### config.mk
export PLATFORM = sky130hd
export DESIGN_NAME = serial_pair_deser
export DESIGN_NICKNAME = d
export VERILOG_FILES = /design/src/rtl/spd_pkg.sv /design/src/rtl/spd_bclk_gen.sv /design/src/rtl/spd_frame_ctrl.sv /design/src/rtl/spd_lane_shift.sv /design/src/rtl/serial_pair_deser.sv
export SDC_FILE = /design/constraint.sdc
export NUM_CORES = 1
export LEC_CHECK = 0
export ABC_AREA = 0
export BUFFER_PORTS_ARGS = -buffer_cell sky130_fd_sc_hd__buf_2
export CAP_MARGIN = 15
export CORE_UTILIZATION = 50
export DETAILED_ROUTE_END_ITERATION = 10
export HOLD_SLACK_MARGIN = 0.12
export PLACE_DENSITY = 0.71
export SLEW_MARGIN = 0
export SYNTH_ARGS = -nofsm -noshare
export SYNTH_HDL_FRONTEND = slang
export SYNTH_SLANG_ARGS = --single-unit
### constraint.sdc
create_clock -name clk -period 4.13 [get_ports clk]
set_input_delay 0.826 -clock clk [delete_from_list [all_inputs] [get_ports clk]]
set_output_delay 0.826 -clock clk [all_outputs]
set_load 0.005 [all_outputs]
### src/rtl/spd_pkg.sv
package spd_pkg;

    localparam int NUM_LANES = 2;

    typedef enum int {
        LANE_I = 0,
        LANE_Q = 1
    } lane_e;

    function automatic logic en_level(input logic pin, input logic inv);
        return pin ^ inv;
    endfunction

endpackage

### src/rtl/spd_bclk_gen.sv
module spd_bclk_gen #(
    parameter int DIV_HALF = 2
) (
    input  logic clk,
    input  logic rst_n,
    input  logic edge_inv,
    output logic bclk,
    output logic tick
);
    localparam int CW = (DIV_HALF > 1) ? $clog2(DIV_HALF) : 1;

    typedef struct packed {
        logic [CW-1:0] cnt;
        logic          lvl;
    } gen_st_t;

    gen_st_t st_d, st_q;
    logic    term;

    always_comb begin
        st_d = st_q;
        term = (st_q.cnt == CW'(DIV_HALF - 1));
        tick = term && (st_q.lvl == edge_inv);
        if (term) begin
            st_d.cnt = '0;
            st_d.lvl = ~st_q.lvl;
        end else begin
            st_d.cnt = st_q.cnt + 1'b1;
        end
    end

    always_ff @(posedge clk or negedge rst_n) begin
        if (!rst_n) st_q <= '0;
        else        st_q <= st_d;
    end

    assign bclk = st_q.lvl;
endmodule

### src/rtl/spd_frame_ctrl.sv
module spd_frame_ctrl #(
    parameter int WORD_W = 16
) (
    input  logic clk,
    input  logic rst_n,
    input  logic tick,
    input  logic en,
    output logic capture,
    output logic flush,
    output logic frame_done
);
    localparam int CNT_W = $clog2(WORD_W);

    logic [CNT_W-1:0] cnt_d, cnt_q;

    always_comb begin
        capture    = tick && en;
        flush      = tick && !en;
        frame_done = capture && (cnt_q == CNT_W'(WORD_W - 1));
        cnt_d      = cnt_q;
        if (flush)           cnt_d = '0;
        else if (frame_done) cnt_d = '0;
        else if (capture)    cnt_d = cnt_q + 1'b1;
    end

    always_ff @(posedge clk or negedge rst_n) begin
        if (!rst_n) cnt_q <= '0;
        else        cnt_q <= cnt_d;
    end
endmodule

### src/rtl/spd_lane_shift.sv
module spd_lane_shift #(
    parameter int WORD_W = 16
) (
    input  logic              clk,
    input  logic              rst_n,
    input  logic              capture,
    input  logic              flush,
    input  logic              bit_in,
    output logic [WORD_W-1:0] word_next
);
    logic [WORD_W-2:0] sh_d, sh_q;

    always_comb begin
        word_next = {sh_q, bit_in};
        sh_d      = sh_q;
        if (flush)        sh_d = '0;
        else if (capture) sh_d = word_next[WORD_W-2:0];
    end

    always_ff @(posedge clk or negedge rst_n) begin
        if (!rst_n) sh_q <= '0;
        else        sh_q <= sh_d;
    end
endmodule

### src/rtl/serial_pair_deser.sv
module serial_pair_deser #(
    parameter int DIV_HALF = 2,
    parameter int WORD_W   = 16
) (
    input  logic              clk,
    input  logic              rst_n,
    input  logic              cfg_edge_inv,
    input  logic              cfg_en_inv,
    input  logic              cfg_hold_last,
    input  logic              tx_en,
    input  logic              ser_i,
    input  logic              ser_q,
    output logic              bclk_o,
    output logic [WORD_W-1:0] word_i_o,
    output logic [WORD_W-1:0] word_q_o,
    output logic              word_vld_o
);
    import spd_pkg::*;

    typedef struct packed {
        logic [WORD_W-1:0] wi;
        logic [WORD_W-1:0] wq;
        logic              vld;
    } out_st_t;

    logic              bit_tick;
    logic              en_true;
    logic              capture, flush, frame_done;
    logic              lane_bit  [NUM_LANES];
    logic [WORD_W-1:0] lane_word [NUM_LANES];
    out_st_t           o_d, o_q;

    assign en_true           = en_level(tx_en, cfg_en_inv);
    assign lane_bit[LANE_I]  = ser_i;
    assign lane_bit[LANE_Q]  = ser_q;

    spd_bclk_gen #(.DIV_HALF(DIV_HALF)) u_bclk (
        .clk      (clk),
        .rst_n    (rst_n),
        .edge_inv (cfg_edge_inv),
        .bclk     (bclk_o),
        .tick     (bit_tick)
    );

    spd_frame_ctrl #(.WORD_W(WORD_W)) u_frame (
        .clk        (clk),
        .rst_n      (rst_n),
        .tick       (bit_tick),
        .en         (en_true),
        .capture    (capture),
        .flush      (flush),
        .frame_done (frame_done)
    );

    for (genvar g = 0; g < NUM_LANES; g++) begin : g_lane
        spd_lane_shift #(.WORD_W(WORD_W)) u_shift (
            .clk       (clk),
            .rst_n     (rst_n),
            .capture   (capture),
            .flush     (flush),
            .bit_in    (lane_bit[g]),
            .word_next (lane_word[g])
        );
    end

    always_comb begin
        o_d     = o_q;
        o_d.vld = 1'b0;
        if (frame_done) begin
            o_d.wi  = lane_word[LANE_I];
            o_d.wq  = lane_word[LANE_Q];
            o_d.vld = 1'b1;
        end else if (flush && !cfg_hold_last) begin
            o_d.wi = '0;
            o_d.wq = '0;
        end
    end

    always_ff @(posedge clk or negedge rst_n) begin
        if (!rst_n) o_q <= '0;
        else        o_q <= o_d;
    end

    assign word_i_o   = o_q.wi;
    assign word_q_o   = o_q.wq;
    assign word_vld_o = o_q.vld;
endmodule

==> metrics.md <==
| Metric | Value |
|---|---|
| Post-cts resize count | 0 |
| Share of layout cells above drive strength 1 | 23.2% |
| Gr usage total | 20.9% |
| MaxCap Viol Count | 0 |
| Ranking of synthesized cells by area | dfrtp_1 57%, mux2i_1 11%, a22o_1 9.5% |
| Kind of cell adding the most delay to the critical path | simple AND/OR/NAND/NOR gates |
| Die Area | 0.00642 mm^2 |
| Final min period | 2.30 ns |
| Hold path start | g_lane[1].u_shift.sh_q[14] |
| Pint | 0.974 mW |
| Maximum clock frequency | 435 MHz |
| CTS tree | done |
| Area share of the largest cell type after synthesis | 56.6% |
| NetSw | 0.300 mW |
| Status | finished clean |
| Startpoint Class | input pin |
| Worst-path fanout max | 33 |
| Setup TNS | 0 ns |
| RSZ-0062 raised after global routing | false |
| Largest family of logic cells by synthesized area | compound AO/OA/AOI/OAI gates |
| Via count | 2066 |
| Worst setup startpoint | cfg_en_inv |
| Cell chain of the critical path | buf_2 -> xor2_2 -> buf_4 -> nand4_4 -> mux2i_1 |
| Clk pwr share | 38.6% |
| CP bufs+invs | 2 |
| Synth Area per Inst | 12.6 um^2 |
| Antenna-violating nets left | 0 |
| Post-synthesis adder-cell area fraction | 0.410% |
| Die width | 80.1 um |
| Setup slack, reg-to-reg | 2.10 ns |
| Number of H-tree levels | 3 |
| CTS Buf Count | 9 |
| Setup violations, final | 0 |
| Pins Over Slew Limit | 0 |
| Hold path depth | 1 |
| Worst Tran Pin Value | 1.04 ns |
| Final Hold Viols | 0 |
| FP Rows | 28 |
| Post-route setup slack | 1.83 ns |
| Overflow after GRT | 0 |
| Vias per cell | 5.82 |
| PD cells | 370 mW/mm^2 |
| Worst r2r src | u_frame.cnt_q[0] |
| Sw frac | 23.5% |
| Combinational Power Share | 6.5% |
| Syn nets | 251 |
| Yosys cell types | 27 |
| DRT Pass-1 Iters | 6 |
| Utilization after layout | 58.6% |
| Yosys warns | 0 |
| Clock Sinks | 69 |
| Core area | 0.00589 mm^2 |
| Drt first-iter violations | 91 |
| Largest net degree at the start of global routing | 43 |
| DRC viols | 0 |
| Worst-Skew Late Latency | 0.33 ns |
| First-pass GRT wire length | 10.0 mm |
| Compound-gate portion of the synthesized area | 19.8% |
| Worst VDD drop | 0.171 mV |
| Initial antenna violation count | 0 |
| Seq/Total Area, Yosys | 56.6% |
| IO buf count | 41 |
| # Post-CTS Setup Buffers | 0 |
| Worst setup EP type | register |
| Wire per inst | 16.8 um |
| Clock Skew | 0.00665 ns |
| Routed Wire Length | 5.98 mm |
| Vias in the first global route | 2011 |
| Mux share of post-synthesis cell area | 10.5% |
| Worst-case reg-to-reg path depth | 4 |
| Slew margin rel. | 30.5% |
| Smallest hold slack | 0.503 ns |
| Dominant cell type by area after synthesis | dfrtp_1 |
| Routability cong. | 0.770 |
| Clk slew on worst S/H paths | 0.07 ns |
| Post-Syn Area | 0.00305 mm^2 |
| Root Driver | clkbuf_8 |
| Post-synthesis instance total | 242 |
| Io pins | 42 |
| Max clock buf depth | 2 |
| Worst endpoint required time | 4.37 ns |
| Synth Area in XOR/XNOR | 2.17% |
| Number of nets in the layout | 285 |
| Synth Area in Simple Gates | 2.38% |
| Tcrit/Tclk final | 55.7% |
| Antenna cells | 0 |
| CP Class | input pin to register |
| Synthesized flop and latch total | 69 |
| CP max stage cell | nand4_4 |
| Commonest non-fill, non-tap cell in the layout | dfrtp_1 |
| Fill cells | 518 |
| Seq pwr share | 54.9% |
| Cts hold-fix bufs | 0 |
| Hpwl dp | 3.57 mm |
| Initial cell density of the core | 51.8% |
| Static leakage | 1.85 nW |
| R2R Path End | word_i_o[9] |
| Die boundary height | 80.1 um |
| P&R area growth vs syn | 13.0% |
| Hold EP | g_lane[1].u_shift.sh_q[14] |
| Slowest stage delay, CP | 0.66 ns |
| Most frequent cells in the layout | 69 x dfrtp_1, 41 x buf_2, 33 x a22o_1, 33 x inv_1 |
| Setup WS pre-CTS | 1.44 ns |
| Hold crit path type | register to register |
| Worst EP arrival | 2.53 ns |
-- cell families after synthesis --
family	Yosys count
DFF	69
buffers and inverters	57
and+or+nand+nor	8
xor gates and xnor gates	5
muxes	32
AOI/OAI and AO/OA	70
adders and majority gates	1
-- final cells by class --
class | instances | area [um^2] | share of cell area, %
timing repair buffer | 45 | 243 | 7.04
clock buffer | 14 | 173 | 5.01
inverter | 35 | 131 | 3.81
multi-input combinational | 116 | 1070 | 31.2
sequential | 69 | 1730 | 50.1
tap | 75 | 93.8 | 2.72
clock inverter | 1 | 5.00 | 0.145
-- power groups by stage --
stage / clock (mW) / sequential, mW / combinational, mW
finish: 0.492 / 0.699 / 0.0829
global placement: 0 / 0.711 / 0.0812
detailed placement: 0 / 0.711 / 0.0812
global route: 0.537 / 0.700 / 0.0928
floorplan: 0 / 0.708 / 0.0521
CTS: 0.506 / 0.698 / 0.0810
-- synth_stat cells --
| cell | number |
|---|---|
| a211o_1 | 1 |
| nand2_1 | 1 |
| xnor2_1 | 1 |
| dfrtp_1 | 69 |
| a22o_1 | 33 |
| buf_1 | 1 |
| o211ai_1 | 1 |
| o41ai_1 | 32 |
| and3_1 | 1 |
| xnor2_2 | 1 |
| nor2b_1 | 1 |
| inv_1 | 33 |
| a21o_1 | 1 |
| mux2i_1 | 32 |
| ha_1 | 1 |
| nor3_4 | 1 |
| xor2_1 | 1 |
| a21oi_1 | 2 |
| nand4b_1 | 1 |
| nor2_1 | 1 |
| nand4_4 | 1 |
| buf_6 | 3 |
| xor2_2 | 2 |
| clkbuf_1 | 8 |
| buf_2 | 10 |
| nor4_1 | 1 |
| inv_2 | 2 |
-- how the worst max path moves through the flow --
stage	slack [ns]	end	depth (start not counted)
2_1_floorplan	2.39	word_i_o[0]	4
3_3_place_gp	1.43	g_lane[1].u_shift.sh_q[4]	5
3_5_place_dp	1.44	g_lane[0].u_shift.sh_q[9]	5
4_1_cts	1.78	g_lane[0].u_shift.sh_q[9]	5
5_1_grt	1.69	word_i_o[0]	5
6_report	1.83	word_i_o[9]	5
-- layer usage --
| metal | track usage [%] | wire length, um | up-vias |
|---|---|---|---|
| li1 | - | - | 965 |
| met1 | 28.9 | 2850 | 1047 |
| met3 | 4.43 | 166 | 11 |
| met2 | 32.2 | 2870 | 43 |
| met5 | 0 | 0 | - |
| met4 | 8.57 | 97 | 0 |
-- sequential cells by signal, indices dropped and copies added, names as in the netlist --
register             flops
u_bclk.term              1
word_i_o                16
g_lane.u_shift.sh_q     30
u_frame.cnt_q            4
word_vld_o               1
u_bclk.bclk              1
word_q_o                16
-- metrics by stage --
step | instance area (um^2) | instances | total power, mW
after global routing | 3450 | 355 | 1.33
after floorplan | 3050 | 242 | 0.760
final | 3450 | 355 | 1.27
after detailed placement | 3250 | 339 | 0.792
after CTS | 3430 | 354 | 1.28
after global placement | 3250 | 339 | 0.792
(Power assumes the default switching activity.)
